$ cat src/rtl/rpt_pkg.sv
// Package: shared types and defaults for the repeat loop controller.
// Assumes: word addressing, one unit per instruction word.
package rpt_pkg;
    localparam int ADDR_W_DEF = 16;
    localparam int CNT_W_DEF  = 16;

    // Source of the candidate next PC before the sequential step.
    typedef enum logic [0:0] {
        PCSRC_EXEC = 1'b0,
        PCSRC_LOOP = 1'b1
    } pc_src_e;
endpackage

$ cat src/rtl/rpt_state.sv
// Module: holds start, end, remaining count and active flag.
// Assumes: load has priority over decrement, flush over everything for the flag.
module rpt_state #(
    parameter int ADDR_W = 16,
    parameter int CNT_W  = 16
) (
    input  logic              clk,
    input  logic              rst_n,
    input  logic              flush_i,
    input  logic              load_i,
    input  logic [ADDR_W-1:0] load_start_i,
    input  logic [ADDR_W-1:0] load_end_i,
    input  logic [CNT_W-1:0]  load_count_i,
    input  logic              dec_i,
    input  logic              expire_i,
    output logic [ADDR_W-1:0] start_q,
    output logic [ADDR_W-1:0] end_q,
    output logic [CNT_W-1:0]  count_q,
    output logic              active_q
);
    localparam logic [CNT_W-1:0] ONE = CNT_W'(1);

    // Address and count registers: setup load or per-match decrement.
    always_ff @(posedge clk) begin
        if (!rst_n) begin
            start_q <= '0;
            end_q   <= '0;
            count_q <= '0;
        end else if (load_i) begin
            start_q <= load_start_i;
            end_q   <= load_end_i;
            count_q <= load_count_i;
        end else if (dec_i) begin
            count_q <= count_q - ONE;
        end
    end

    // Active flag: flush clears, setup arms on nonzero count, expiry clears.
    always_ff @(posedge clk) begin
        if (!rst_n) begin
            active_q <= 1'b0;
        end else if (flush_i) begin
            active_q <= 1'b0;
        end else if (load_i) begin
            active_q <= |load_count_i;
        end else if (expire_i) begin
            active_q <= 1'b0;
        end
    end
endmodule

$ cat src/rtl/rpt_match.sv
// Module: decides whether the completed word closes a loop pass.
// Assumes: count is nonzero whenever active is set.
module rpt_match #(
    parameter int ADDR_W = 16,
    parameter int CNT_W  = 16
) (
    input  logic              active_i,
    input  logic              word_done_i,
    input  logic              flush_i,
    input  logic [ADDR_W-1:0] pc_after_i,
    input  logic [ADDR_W-1:0] end_i,
    input  logic [CNT_W-1:0]  count_i,
    output logic              hit_o,
    output logic              expire_o,
    output logic              take_loop_o
);
    logic [CNT_W-1:0] count_dec;

    // Match on end address, then split into loop-back or expiry.
    always_comb begin
        count_dec   = count_i - CNT_W'(1);
        hit_o       = active_i && word_done_i && !flush_i && (pc_after_i == end_i);
        expire_o    = hit_o && (count_dec == '0);
        take_loop_o = hit_o && (count_dec != '0);
    end
endmodule

$ cat src/rtl/rpt_pc_sel.sv
// Module: builds the next PC from the loop decision and the sequential rule.
// Assumes: an unchanged PC means the word did not redirect and must advance.
module rpt_pc_sel #(
    parameter int ADDR_W = 16
) (
    input  logic              take_loop_i,
    input  logic [ADDR_W-1:0] start_i,
    input  logic [ADDR_W-1:0] pc_before_i,
    input  logic [ADDR_W-1:0] pc_after_i,
    output logic [ADDR_W-1:0] next_pc_o
);
    import rpt_pkg::*;

    localparam logic [ADDR_W-1:0] STEP = ADDR_W'(1);

    pc_src_e           src;
    logic [ADDR_W-1:0] cand;

    // Pick the candidate, then step it if it did not move.
    always_comb begin
        src       = take_loop_i ? PCSRC_LOOP : PCSRC_EXEC;
        cand      = (src == PCSRC_LOOP) ? start_i : pc_after_i;
        next_pc_o = (cand == pc_before_i) ? (cand + STEP) : cand;
    end
endmodule

$ cat src/rtl/rpt_loop_ctrl.sv
// Module: top of the zero-overhead repeat loop controller.
// Assumes: one completed word per strobe; next_pc_o is combinational.
module rpt_loop_ctrl #(
    parameter int ADDR_W = rpt_pkg::ADDR_W_DEF,
    parameter int CNT_W  = rpt_pkg::CNT_W_DEF
) (
    input  logic              clk,
    input  logic              rst_n,
    input  logic              flush_i,
    input  logic              cfg_load_i,
    input  logic [ADDR_W-1:0] cfg_start_i,
    input  logic [ADDR_W-1:0] cfg_end_i,
    input  logic [CNT_W-1:0]  cfg_count_i,
    input  logic              word_done_i,
    input  logic [ADDR_W-1:0] pc_before_i,
    input  logic [ADDR_W-1:0] pc_after_i,
    output logic [ADDR_W-1:0] next_pc_o,
    output logic              loop_active_o,
    output logic [ADDR_W-1:0] dbg_start_o,
    output logic [ADDR_W-1:0] dbg_end_o,
    output logic [CNT_W-1:0]  dbg_count_o
);
    logic [ADDR_W-1:0] start_q;
    logic [ADDR_W-1:0] end_q;
    logic [CNT_W-1:0]  count_q;
    logic              active_q;
    logic              hit;
    logic              expire;
    logic              take_loop;

    rpt_state #(.ADDR_W(ADDR_W), .CNT_W(CNT_W)) u_state (
        .clk          (clk),
        .rst_n        (rst_n),
        .flush_i      (flush_i),
        .load_i       (cfg_load_i),
        .load_start_i (cfg_start_i),
        .load_end_i   (cfg_end_i),
        .load_count_i (cfg_count_i),
        .dec_i        (hit),
        .expire_i     (expire),
        .start_q      (start_q),
        .end_q        (end_q),
        .count_q      (count_q),
        .active_q     (active_q)
    );

    rpt_match #(.ADDR_W(ADDR_W), .CNT_W(CNT_W)) u_match (
        .active_i    (active_q),
        .word_done_i (word_done_i),
        .flush_i     (flush_i),
        .pc_after_i  (pc_after_i),
        .end_i       (end_q),
        .count_i     (count_q),
        .hit_o       (hit),
        .expire_o    (expire),
        .take_loop_o (take_loop)
    );

    rpt_pc_sel #(.ADDR_W(ADDR_W)) u_pc_sel (
        .take_loop_i (take_loop),
        .start_i     (start_q),
        .pc_before_i (pc_before_i),
        .pc_after_i  (pc_after_i),
        .next_pc_o   (next_pc_o)
    );

    // Debug view of the loop registers.
    always_comb begin
        loop_active_o = active_q;
        dbg_start_o   = start_q;
        dbg_end_o     = end_q;
        dbg_count_o   = count_q;
    end
endmodule

$ cat config.mk
export PLATFORM = sky130hd
export DESIGN_NAME = rpt_loop_ctrl
export DESIGN_NICKNAME = d
export VERILOG_FILES = /design/src/rtl/rpt_pkg.sv /design/src/rtl/rpt_state.sv /design/src/rtl/rpt_match.sv /design/src/rtl/rpt_pc_sel.sv /design/src/rtl/rpt_loop_ctrl.sv
export SDC_FILE = /design/constraint.sdc
export NUM_CORES = 1
export LEC_CHECK = 0
export ABC_CLOCK_PERIOD_IN_PS = 10000
export BUFFER_PORTS_ARGS = -buffer_cell sky130_fd_sc_hd__buf_4
export CAP_MARGIN = 25
export CORE_MARGIN = 8
export CORE_UTILIZATION = 51
export CTS_BUF_LIST = sky130_fd_sc_hd__clkbuf_8
export DETAILED_ROUTE_END_ITERATION = 8
export GPL_TIMING_DRIVEN = 1
export PLACE_DENSITY = 0.84
export SYNTH_ARGS = -nofsm -noshare
export SYNTH_HDL_FRONTEND = slang
export SYNTH_HIERARCHICAL = 1
export SYNTH_SLANG_ARGS = --single-unit
$ cat constraint.sdc
create_clock -name clk -period 10 [get_ports clk]
set_input_delay 1.5 -clock clk [delete_from_list [all_inputs] [get_ports clk]]
set_output_delay 1.5 -clock clk [all_outputs]
set_load 0.02 [all_outputs]
# Word-level counts from Yosys, hierarchy flattened
# Cells that the tools add are included.
# totals
wordCells,28
regBits,49
# op_classes
n_reduce_logical,12
addsub,2
n_eq_ne,2
bitwise,1
muxes,7
# op_table
op,n
$mux W16,4
$eq A16 B16 Y1,2
$add A16 B1 Y16 const B,1
$logic_not A16 Y1,1
$reduce_bool A16 Y1,1
$reduce_or A16 Y1,1
$sub A16 B1 Y16 const B,1
$logic_and A1 B1 Y1,5
$reduce_bool A2 Y1,2
$mux W1,3
$reduce_or A2 Y1,1
$logic_not A1 Y1,1
$not A1 Y1,1

# Longest topological paths before layout
# Gate-level depths: netlist (run 1).
# logic_depth
word_depth,8
ltp_mapped,14
mapped_depth_nobuf,11

# Modules after synthesis
# The synthesis (run 1) kept the hierarchy.
# by_module_without_submodules
module,instances,cells_per_inst,seq_area_each_um2,area_each_um2
rpt_state,1,214,980.9,2169.6
rpt_pc_sel,1,95,0.0,879.6
rpt_match,1,31,0.0,249.0

# Worst setup path before layout (run 1)
# OpenSTA, ideal clock, no wires.
# synth_timing
path_kind,input-to-output
startpoint,in pc_after_i[12]
endpoint,out next_pc_o[14]
path_stages,14
path_slack_ns,3.972
t_arrival_ns,4.528
path_buffers,3
path_cell_list,xnor2_1 -> nand4_1 -> or4_4 -> nor4b_2 -> buf_6 -> buf_8 -> mux2i_2 -> xnor2_1 -> nor4_4 -> nand4_4 -> buf_6 -> nor2_1 -> nand4_1 -> xor2_1
# synth_between
elab_chain_len,7
elab_cells_between_ends,8
cone_classes,add/sub (1); eq/ne (2); mux (3); reduce/logical (2)
# synth_lines
item,line,text
start: declaration,rpt_loop_ctrl.sv:16,"input logic [ADDR_W-1:0] pc_after_i,"
$eq A16 B16 Y1 *,rpt_match.sv:22,hit_o = active_i && word_done_i && !flush_i && (pc_after_i == end_i);
$logic_and A1 B1 Y1 *,rpt_match.sv:22,
$logic_and A1 B1 Y1 *,rpt_match.sv:24,take_loop_o = hit_o && (count_dec != '0);
named net take_loop,rpt_loop_ctrl.sv:29,logic take_loop;
$mux W1 *,rpt_pc_sel.sv:21,src = take_loop_i ? PCSRC_LOOP : PCSRC_EXEC;
$mux W16 *,rpt_pc_sel.sv:22,cand = (src == PCSRC_LOOP) ? start_i : pc_after_i;
$add A16 B1 Y16 / $eq A16 B16 Y1 (equally long branches),rpt_pc_sel.sv:23,next_pc_o = (cand == pc_before_i) ? (cand + STEP) : cand;
$mux W16 *,rpt_pc_sel.sv:23,
end: declaration,rpt_loop_ctrl.sv:17,"output logic [ADDR_W-1:0] next_pc_o,"
# Mark *: on every way through the listed nets, which the timed path passes. The rest lies on a longest branch.

# Final worst setup path (run 1)
# layout_timing
startpoint,in pc_after_i[2]
endpoint,out next_pc_o[13]
# The elaborated chain is that of the path after synthesis.

==> flow_summary.json, run 1 <==
{
  "drc": 0,
  "hold_buffers": 0,
  "finalSetupTns_ns": 0,
  "clock_skew_ns": 0.008344,
  "path_max_fanout": 27,
  "htreeDepth": 2,
  "postCtsSetupRepairBufs": 0,
  "avgSynthCellArea_um2": 9.700,
  "finalHoldViolCount": 0,
  "dpl_cell_area_mm2": 0.004432,
  "io_buffers": 149,
  "synthesis.area_mm2": 0.003298,
  "synth_top_area_share_pct": 29.74,
  "clock_latency_ns": 0.30,
  "final_cell_mix": "buf_4 (150), dfxtp_1 (49), mux2i_1 (42)",
  "firstDrtPassIters": 4,
  "grt_pass1_vias": 3177,
  "clock_path_buffers": 2,
  "rsz0062_at_grt": "no",
  "die_area_mm2": 0.009296,
  "vias": 3051,
  "cts_tree": "yes",
  "diodes": 0,
  "r2r_end": "u_state/count_q[15]$_SDFFE_PN0P_",
  "synth_ff_type": "dfxtp_1",
  "hold_start": "u_state/end_q[4]$_SDFFE_PN0P_",
  "async_flop_share_pct": 0,
  "setup_viol": 0,
  "rr_startpoint": "u_state/end_q[12]$_SDFFE_PN0P_",
  "worstSetupPathType": "input port to output port",
  "switchingPower_mw": 0.1548,
  "core-area_mm2": 0.006314,
  "relSlewSlack_pct": 28.81,
  "layout-drive-gt1-share_pct": 38.05,
  "whs_endpoint": "u_state/end_q[4]$_SDFFE_PN0P_",
  "register_area_um2": 980.9,
  "min_path_type": "flip-flop to flip-flop",
  "numClockSinks": 49,
  "tightest_slew_ns": 1.060,
  "cts-buffers-inserted": 5,
  "grt_first_pass_wirelength_um": 15830,
  "syn_to_final_growth_pct": 36.91,
  "leakagePower_nw": 1.898,
  "r2r_slack_ns": 6.83,
  "required_ns": 8.50,
  "grt_usage_pct": 21.71,
  "stdcell_area_mm2": 0.004516,
  "postRouteWirelength_um": 10600,
  "cp-end-kind": "output port",
  "initial_core_util_pct": 52.24,
  "vias_per_cell": 5.468,
  "internal_power_mw": 0.3266,
  "syn_nets": 427,
  "cts_resized": 0,
  "peakVddDrop_uv": 79.94,
  "rows": 29,
  "clockPowerShare_pct": 23.5,
  "multi_input_area_mm2": 0.002206,
  "crit_arrival_ns": 5.25,
  "maxCapViolCount": 0,
  "startpoint_type": "input port",
  "io_pins": 150,
  "fmax_mhz": 148.2,
  "clk_pin_slew_ns": 0.09,
  "ff2ff_path_depth": 8,
  "fin_nets": 567,
  "die_y_um": 96.42,
  "ys_types": 44,
  "drt_iter0_markers": 258,
  "gr-total-overflow": 0,
  "synthTopCellsByArea": "dfxtp_1 (30%), mux2i_1 (13%), xnor2_1 (10%), xor2_1 (6.4%), nor2b_1 (6.3%)",
  "slew_viol_final": 0,
  "power_density_mw_per_mm2": 106.6,
  "fin_crit_sh_pct": 67.48,
  "wl_per_cell_um": 18.99,
  "comb_power_share_pct": 29.8,
  "hold_path_depth": 2,
  "gp_congestion": 0.9410,
  "status": "completed",
  "fin_crit_ns": 6.748,
  "synth_seq_cells": 49,
  "fillCellCount": 520,
  "detailed_place_hpwl_um": 8576,
  "ant_nets": 0,
  "antenna_found_initial": 0,
  "mostFrequentLayoutCell": "buf_4",
  "ys_seq_area_share_pct": 29.74,
  "grt_start_max_net_pins": 50,
  "synth-edff-count": 0,
  "clock-root-buffer": "clkbuf_8",
  "yosys_warnings": 6,
  "synth.largest_area_cell": "dfxtp_1",
  "layout.cells.non_filler": 558,
  "die_w_um": 96.42,
  "p_sw_share_pct": 32.16,
  "sequentialPowerShare_pct": 46.7,
  "syn_inst": 340,
  "placed_cells": 550
}
[power groups by stage]
stage               registers, mW  clock network, mW  logic, mW
detailed placement          0.229                  0      0.143
global placement            0.229                  0      0.141
global route                0.227              0.122      0.153
finish                      0.225              0.113      0.143
CTS                         0.225              0.117      0.144
floorplan                   0.240                  0     0.0634
[logic make-up (layout without fill, tap and decap cells)]
family	after synthesis	after routing	synth area share, %
buf+inv	23	164	3.642
xor+xnor	62	62	16.46
mux	50	50	16.20
fa+ha+maj	2	2	0.7586
simple gates	120	120	27.47
compound gates	34	34	5.729
flops	49	49	29.74
[metrics by stage]
stage               hold slack [ns]  power (mW)  setup slack, ns  utilization (%)
finish                       0.5536      0.4814            3.252            71.52
global route                 0.5663      0.5023            3.029            71.52
CTS                          0.5553      0.4861            3.250            71.52
detailed placement           0.5451      0.3728            3.251            70.19
global placement             0.5412      0.3701            3.395            70.19
floorplan                    0.6004      0.3034            3.972                -
[worst max-delay path: stages]
cell     delay, ns
buf_4         0.13
xnor2_1       0.13
nand4_1       0.14
or4_4         0.57
nor4b_4       0.26
buf_4         0.40
mux2i_1       0.49
xnor2_1       0.13
nor4_2        0.34
nand4_4       0.30
nor3_4        0.33
nor3b_2       0.22
xnor2_1       0.13
buf_4         0.16
[synthesized netlist by cell type, types with 3 or more instances]
cell type,count
nor4_4,4
clkbuf_1,8
xnor2_1,38
o21ai_0,14
nor2_1,6
nor4_2,7
buf_2,6
mux2i_2,5
nor3_1,7
nor4b_1,3
nand4_1,7
inv_1,6
nand2_1,13
nand3_1,8
dfxtp_1,49
xor2_1,24
nor2b_1,33
a31oi_1,3
mux2i_1,42
nor4_1,8
a21oi_1,13
nand2b_1,3
[layout make-up]
cell class	count	area share [%]
inverters	6	0.4988
repair buffers	150	24.94
multi-input cells	268	48.85
clock inverters	3	0.3325
clock buffers	5	1.524
flip-flops and latches	49	21.72
well taps	77	2.134
[state kept, by name, summed over array words and instances (netlist names)]
name	flops
u_state/count_q	16
u_state/end_q	16
u_state/active_q	1
u_state/start_q	16
[worst max path at each step]
stage                     cells after the start  slack, ns      startpoint             to
after floorplan                              14       3.97  pc_after_i[12]  next_pc_o[14]
after global placement                       14       3.40   pc_after_i[2]  next_pc_o[13]
after detailed placement                     14       3.25   pc_after_i[2]  next_pc_o[13]
after CTS                                    14       3.25   pc_after_i[2]  next_pc_o[13]
after global routing                         14       3.03   pc_after_i[2]  next_pc_o[13]
final                                        14       3.25   pc_after_i[2]  next_pc_o[13]
[layer usage]
layer	global-route usage (%)	vias to the layer above	routed length [µm]
met5	0	-	0
met4	5.801	0	148
met1	26.59	1431	4314
met3	3.864	10	854
met2	38.20	132	5276
li1	-	1478	-
Power figures use the tool's default switching activity.
==> inputs of run 2 (changes only) <==
- ABC_CLOCK_PERIOD_IN_PS: 10000 -> 5500
- CORE_UTILIZATION: 51 -> 44
- PLACE_DENSITY: 0.84 -> 0.77
- clock period: 10 -> 5.5 ns (I/O delays scaled with it)
==> run 2 against run 1 <==
Clock power grew 110%. Utilization shrank 8.2 points. Combinational power grew 83%. Wire length grew 1.9%. Critical path type unchanged. Largest cell class unchanged.
==> flow_summary.json, run 2 (synthesis gave the netlist of run 1 again) <==
{
  "crit_arrival_ns": 4.29,
  "setup_viol": 0,
  "drc": 0,
  "rsz0062_at_grt": "no",
  "ff2ff_path_depth": 8,
  "required_ns": 4.68,
  "power_density_mw_per_mm2": 198.0,
  "hold_buffers": 0,
  "r2r_slack_ns": 2.43,
  "fin_nets": 569,
  "clk_pin_slew_ns": 0.09,
  "numClockSinks": 49,
  "cp-end-kind": "output port",
  "firstDrtPassIters": 4,
  "grt_pass1_vias": 3099,
  "min_path_type": "flip-flop to flip-flop",
  "startpoint_type": "input port",
  "htreeDepth": 2,
  "worstSetupPathType": "input port to output port",
  "path_cells": "buf_4 -> xnor2_1 -> nand4_1 -> or4_4 -> nor4b_4 -> buf_12 -> mux2i_1 -> xnor2_1 -> nor4_4 -> nand4_4 -> buf_4 -> nor2_1 -> nand4_1 -> xor2_1 -> buf_4",
  "clock_skew_ns": 0.003864,
  "maxCapViolCount": 0,
  "cts_tree": "yes",
  "crit_start": "pc_after_i[1]",
  "peakVddDrop_uv": 120.5,
  "core-area_mm2": 0.007253,
  "tightest_slew_ns": 0.9555,
  "syn_to_final_growth_pct": 39.23,
  "total_power_mw": 0.9092,
  "fin_crit_ns": 5.110,
  "vias": 2996,
  "relSlewSlack_pct": 35.81,
  "critical-path-slowest-cell": "or4_4",
  "layout-drive-gt1-share_pct": 38.72,
  "worstSetupEndpoint": "next_pc_o[14]",
  "crit_buf_inv": 4,
  "slowest_delay_ns": 0.57,
  "fin_crit_sh_pct": 92.91,
  "final.setup.worst_slack_ns": 0.3897,
  "clock_path_buffers": 2,
  "cts_resized": 0,
  "cts-buffers-inserted": 5,
  "leakagePower_nw": 1.918,
  "final_cell_mix": "buf_4 (151), dfxtp_1 (49), mux2i_1 (42)",
  "io_pins": 150,
  "path_delay_family": "simple AND/OR/NAND/NOR gates",
  "finalHoldViolCount": 0,
  "diodes": 0,
  "antenna_found_initial": 0,
  "die_y_um": 102.6,
  "postRouteWirelength_um": 10800,
  "path_max_fanout": 27,
  "rr_startpoint": "u_state/end_q[8]$_SDFFE_PN0P_",
  "die_area_mm2": 0.01052,
  "io_buffers": 149,
  "initial_core_util_pct": 45.47,
  "slew_viol_final": 0,
  "postCtsSetupRepairBufs": 0,
  "clock_latency_ns": 0.30,
  "drt_iter0_markers": 144,
  "ant_nets": 0,
  "rows": 31,
  "status": "completed",
  "grt_start_max_net_pins": 50,
  "wl_per_cell_um": 18.55,
  "gp_congestion": 0.9516,
  "grt_first_pass_wirelength_um": 16550,
  "grt_usage_pct": 20.21,
  "die_w_um": 102.6,
  "post-place-ws_ns": 0.4036,
  "detailed_place_hpwl_um": 8850,
  "fmax_mhz": 195.7,
  "clock-root-buffer": "clkbuf_8",
  "gr-total-overflow": 0,
  "r2r_end": "u_state/count_q[15]$_SDFFE_PN0P_",
  "finalSetupTns_ns": 0,
  "path_common_cell": "buf_4",
  "vias_per_cell": 5.148,
  "crit_cells": 15,
  "reg.largest.list": "u_state/count_q (16), u_state/end_q (16), u_state/start_q (16)",
  "mostFrequentLayoutCell": "buf_4"
}
[run 2: cell count changes in the layout (fill, tap and decap cells not counted), sizes merged]
cell	before	now
buf	150	152
clkbuf	5	7
clkinvlp	1	0
inv	8	7
[run 2: worst reg2reg max path: stages, from the launching register on]
cell,delay [ns]
dfxtp_1,0.42
xnor2_1,0.14
nand4_1,0.11
or4_4,0.57
nor3_1,0.79
nor4b_4,0.47
nand4_1,0.18
xor2_1,0.18
a21oi_1,0.08
[run 2: how the worst min path moves through the flow]
stage,from,depth (start not counted),to
floorplan,u_state/start_q[11]$_SDFFE_PN0P_,2,u_state/start_q[11]$_SDFFE_PN0P_
global placement,u_state/start_q[15]$_SDFFE_PN0P_,2,u_state/start_q[15]$_SDFFE_PN0P_
detailed placement,u_state/end_q[2]$_SDFFE_PN0P_,2,u_state/end_q[2]$_SDFFE_PN0P_
CTS,u_state/start_q[14]$_SDFFE_PN0P_,2,u_state/start_q[14]$_SDFFE_PN0P_
global route,u_state/end_q[11]$_SDFFE_PN0P_,2,u_state/end_q[11]$_SDFFE_PN0P_
finish,u_state/start_q[14]$_SDFFE_PN0P_,2,u_state/start_q[14]$_SDFFE_PN0P_
[run 2: where the power goes]
| part | total, mW | switching, mW | internal [mW] |
|---|---|---|---|
| Combinational | 0.262 | 0.131 | 0.131 |
| Sequential | 0.409 | 0.0325 | 0.377 |
| Clock | 0.238 | 0.122 | 0.116 |
[run 2: final cells by class]
class	instances	area, µm²
fill	635	2661
multi-input combinational	268	2206
timing repair buffer	152	1154
sequential	49	980.9
tap	99	123.9
clock buffer	7	96.34
inverter	6	22.52
clock inverter	1	8.758
[run 2: through the flow]
stage	hold WS [ns]	std cells	area, µm²	utilization, %
finish	0.5595	582	4592	63.31
global route	0.5747	582	4592	63.31
CTS	0.5605	582	4592	63.31
detailed placement	0.5498	574	4487	61.86
global placement	0.5390	574	4487	61.86
floorplan	0.6004	340	3298	-
[run 2: layer usage]
| layer | wire length [µm] | GRT usage, % |
|---|---|---|
| met1 | 4629 | 25.36 |
| met2 | 5224 | 33.67 |
| met3 | 793 | 3.984 |
| met4 | 148 | 6.772 |
| met5 | 0 | 0 |
==> inputs of run 3 (changes only) <==
- MAX_ROUTING_LAYER: default -> met4
==> run 3 against run 2 <==
Utilization down 0.29 points. Worst setup slack worse by 0.064 ns. Critical endpoint is now next_pc_o[3]. Power down 3.4%. Highest routed layer unchanged. Largest power group unchanged. Flip-flop and latch count unchanged. Clock power down 13%. Via count up 1.5%. Critical path depth unchanged. Wire length up 1.9%. Cell count unchanged. Die area unchanged.
==> flow_summary.json, run 3 (synthesis gave the netlist of run 1 again) <==
{
  "finalSetupTns_ns": 0,
  "status": "completed",
  "use_met1_pct": 25.86,
  "crit_arrival_ns": 4.35,
  "syn_to_final_growth_pct": 38.58,
  "top_usage_layer": "met2",
  "io_pins": 150,
  "numClockSinks": 49,
  "fillCellCount": 635,
  "final_cell_mix": "buf_4 (151), dfxtp_1 (49), mux2i_1 (42)",
  "peakVddDrop_uv": 129.6,
  "gr-total-overflow": 0,
  "clockPowerShare_pct": 23.4,
  "clock-root-buffer": "clkbuf_8",
  "startpoint_type": "input port",
  "fin_nets": 569,
  "required_ns": 4.68,
  "grt_start_max_net_pins": 50,
  "critical-path-slowest-cell": "or4_4",
  "detailed_place_hpwl_um": 8945,
  "fin_crit_sh_pct": 94.07,
  "cp-end-kind": "output port",
  "path_max_fanout": 27,
  "fmax_mhz": 193.3,
  "crit_buf_inv": 4,
  "hold_start": "u_state/end_q[3]$_SDFFE_PN0P_",
  "firstDrtPassIters": 4,
  "initial_core_util_pct": 45.47,
  "hold_buffers": 0,
  "path_cells": "buf_4 -> xnor2_1 -> nand4_1 -> or4_4 -> nor4b_4 -> buf_12 -> mux2i_1 -> xnor2_1 -> nor4_2 -> nand4_4 -> buf_4 -> nor3b_1 -> xnor2_1 -> mux2i_1 -> buf_4",
  "clock_path_buffers": 2,
  "cts_tree": "yes",
  "sequentialPowerShare_pct": 46.6,
  "switchingPower_mw": 0.2837,
  "setup_viol": 0,
  "min_path_type": "flip-flop to flip-flop",
  "reg.largest.list": "u_state/count_q (16), u_state/end_q (16), u_state/start_q (16)",
  "dpl_cell_area_mm2": 0.004487,
  "grt_usage_pct": 20.79,
  "die_w_um": 102.6,
  "wl_per_cell_um": 18.90,
  "grt_first_pass_wirelength_um": 16610,
  "finalHoldViolCount": 0,
  "vias_per_cell": 5.227,
  "ant_nets": 0,
  "slew_viol_final": 0,
  "relSlewSlack_pct": 37.10,
  "die_y_um": 102.6,
  "postCtsSetupRepairBufs": 0,
  "diodes": 0,
  "mostFrequentLayoutCell": "buf_4",
  "tightest_slew_ns": 0.9362,
  "layout-drive-gt1-share_pct": 38.30,
  "postRouteWirelength_um": 11000,
  "io_buffers": 149,
  "gp_congestion": 0.9641,
  "fin_crit_ns": 5.174,
  "comb_power_share_pct": 30.0,
  "die_area_mm2": 0.01052,
  "cts-buffers-inserted": 5,
  "drc": 0,
  "htreeDepth": 2,
  "worstSetupPathType": "input port to output port",
  "cts_resized": 0,
  "antenna_found_initial": 0,
  "internal_power_mw": 0.5942,
  "clk_pin_slew_ns": 0.08,
  "rows": 31,
  "clock_skew_ns": 0.005050,
  "crit_start": "pc_after_i[12]",
  "use_met3_pct": 3.984,
  "p_sw_share_pct": 32.32,
  "vias": 3042,
  "path_delay_family": "simple AND/OR/NAND/NOR gates",
  "maxCapViolCount": 0,
  "power_density_mw_per_mm2": 192.1,
  "clock_latency_ns": 0.30,
  "stdcell_area_mm2": 0.004571,
  "grt_use_met2_pct": 34.17,
  "rr_startpoint": "u_state/end_q[12]$_SDFFE_PN0P_",
  "grt_pass1_vias": 3097,
  "drt_iter0_markers": 154,
  "rsz0062_at_grt": "no",
  "leakagePower_nw": 1.910,
  "core-area_mm2": 0.007253,
  "slowest_delay_ns": 0.56
}
==> run 3: cell count changes in the layout (fill, tap and decap cells not counted), sizes merged <==
| cell | change |
|---|---|
| clkbuf | -2 |
| clkinvlp | +1 |
| inv | +1 |
==> run 3: layout make-up <==
cell class                      instances  area, µm²  share of cell area, %
Timing Repair Buffer                  152       1154                  25.24
Sequential cell                        49      980.9                  21.46
Multi-Input combinational cell        268       2206                  48.26
Clock buffer                            5      68.82                  1.506
Tap cell                               99      123.9                  2.710
Clock inverter                          3      15.01                 0.3285
Inverter                                6      22.52                 0.4927
==> run 3: final timing paths <==
kind	endpoint	slack, ns	cells after the start
worst min-delay path	u_state/end_q[3]$_SDFFE_PN0P_	0.56	2
worst max-delay path	next_pc_o[3]	0.33	15
worst min register to register	u_state/end_q[3]$_SDFFE_PN0P_	0.56	2
worst max register to register	u_state/count_q[13]$_SDFFE_PN0P_	2.43	8
==> run 3: power by group through the flow <==
stage,Combinational (mW),Clock (mW),Sequential [mW]
after floorplan,0.115,0,0.437
after global placement,0.260,0,0.417
after detailed placement,0.263,0,0.417
final,0.263,0.206,0.409
after global routing,0.281,0.224,0.413
after CTS,0.264,0.212,0.409
==> run 3: layer usage <==
metal	part of all wire, %	wire (µm)	vias to the layer above
met4	0.67	74	0
met3	7.4	809	4
li1	-	-	1494
met5	0	0	-
met1	43	4719	1431
met2	49	5395	113
==> run 3: tightest hold or removal path, stage by stage, from the launching register on <==
cell	delay, ns
dfxtp_1	0.34
mux2i_1	0.13
nor2b_1	0.06
==> run 3: stage by stage <==
| step | worst slack (ns) | hold slack [ns] | power [mW] | std cells | utilization (%) |
|---|---|---|---|---|---|
| 2_1_floorplan | 0.8216 | 0.6004 | 0.5517 | 340 | - |
| 3_3_place_gp | 0.3565 | 0.5364 | 0.6768 | 574 | 61.86 |
| 3_5_place_dp | 0.3315 | 0.5486 | 0.6809 | 574 | 61.86 |
| 4_1_cts | 0.3255 | 0.5611 | 0.8855 | 582 | 63.02 |
| 5_1_grt | 0.08956 | 0.5845 | 0.9187 | 582 | 63.02 |
| 6_report | 0.3262 | 0.5578 | 0.8779 | 582 | 63.02 |
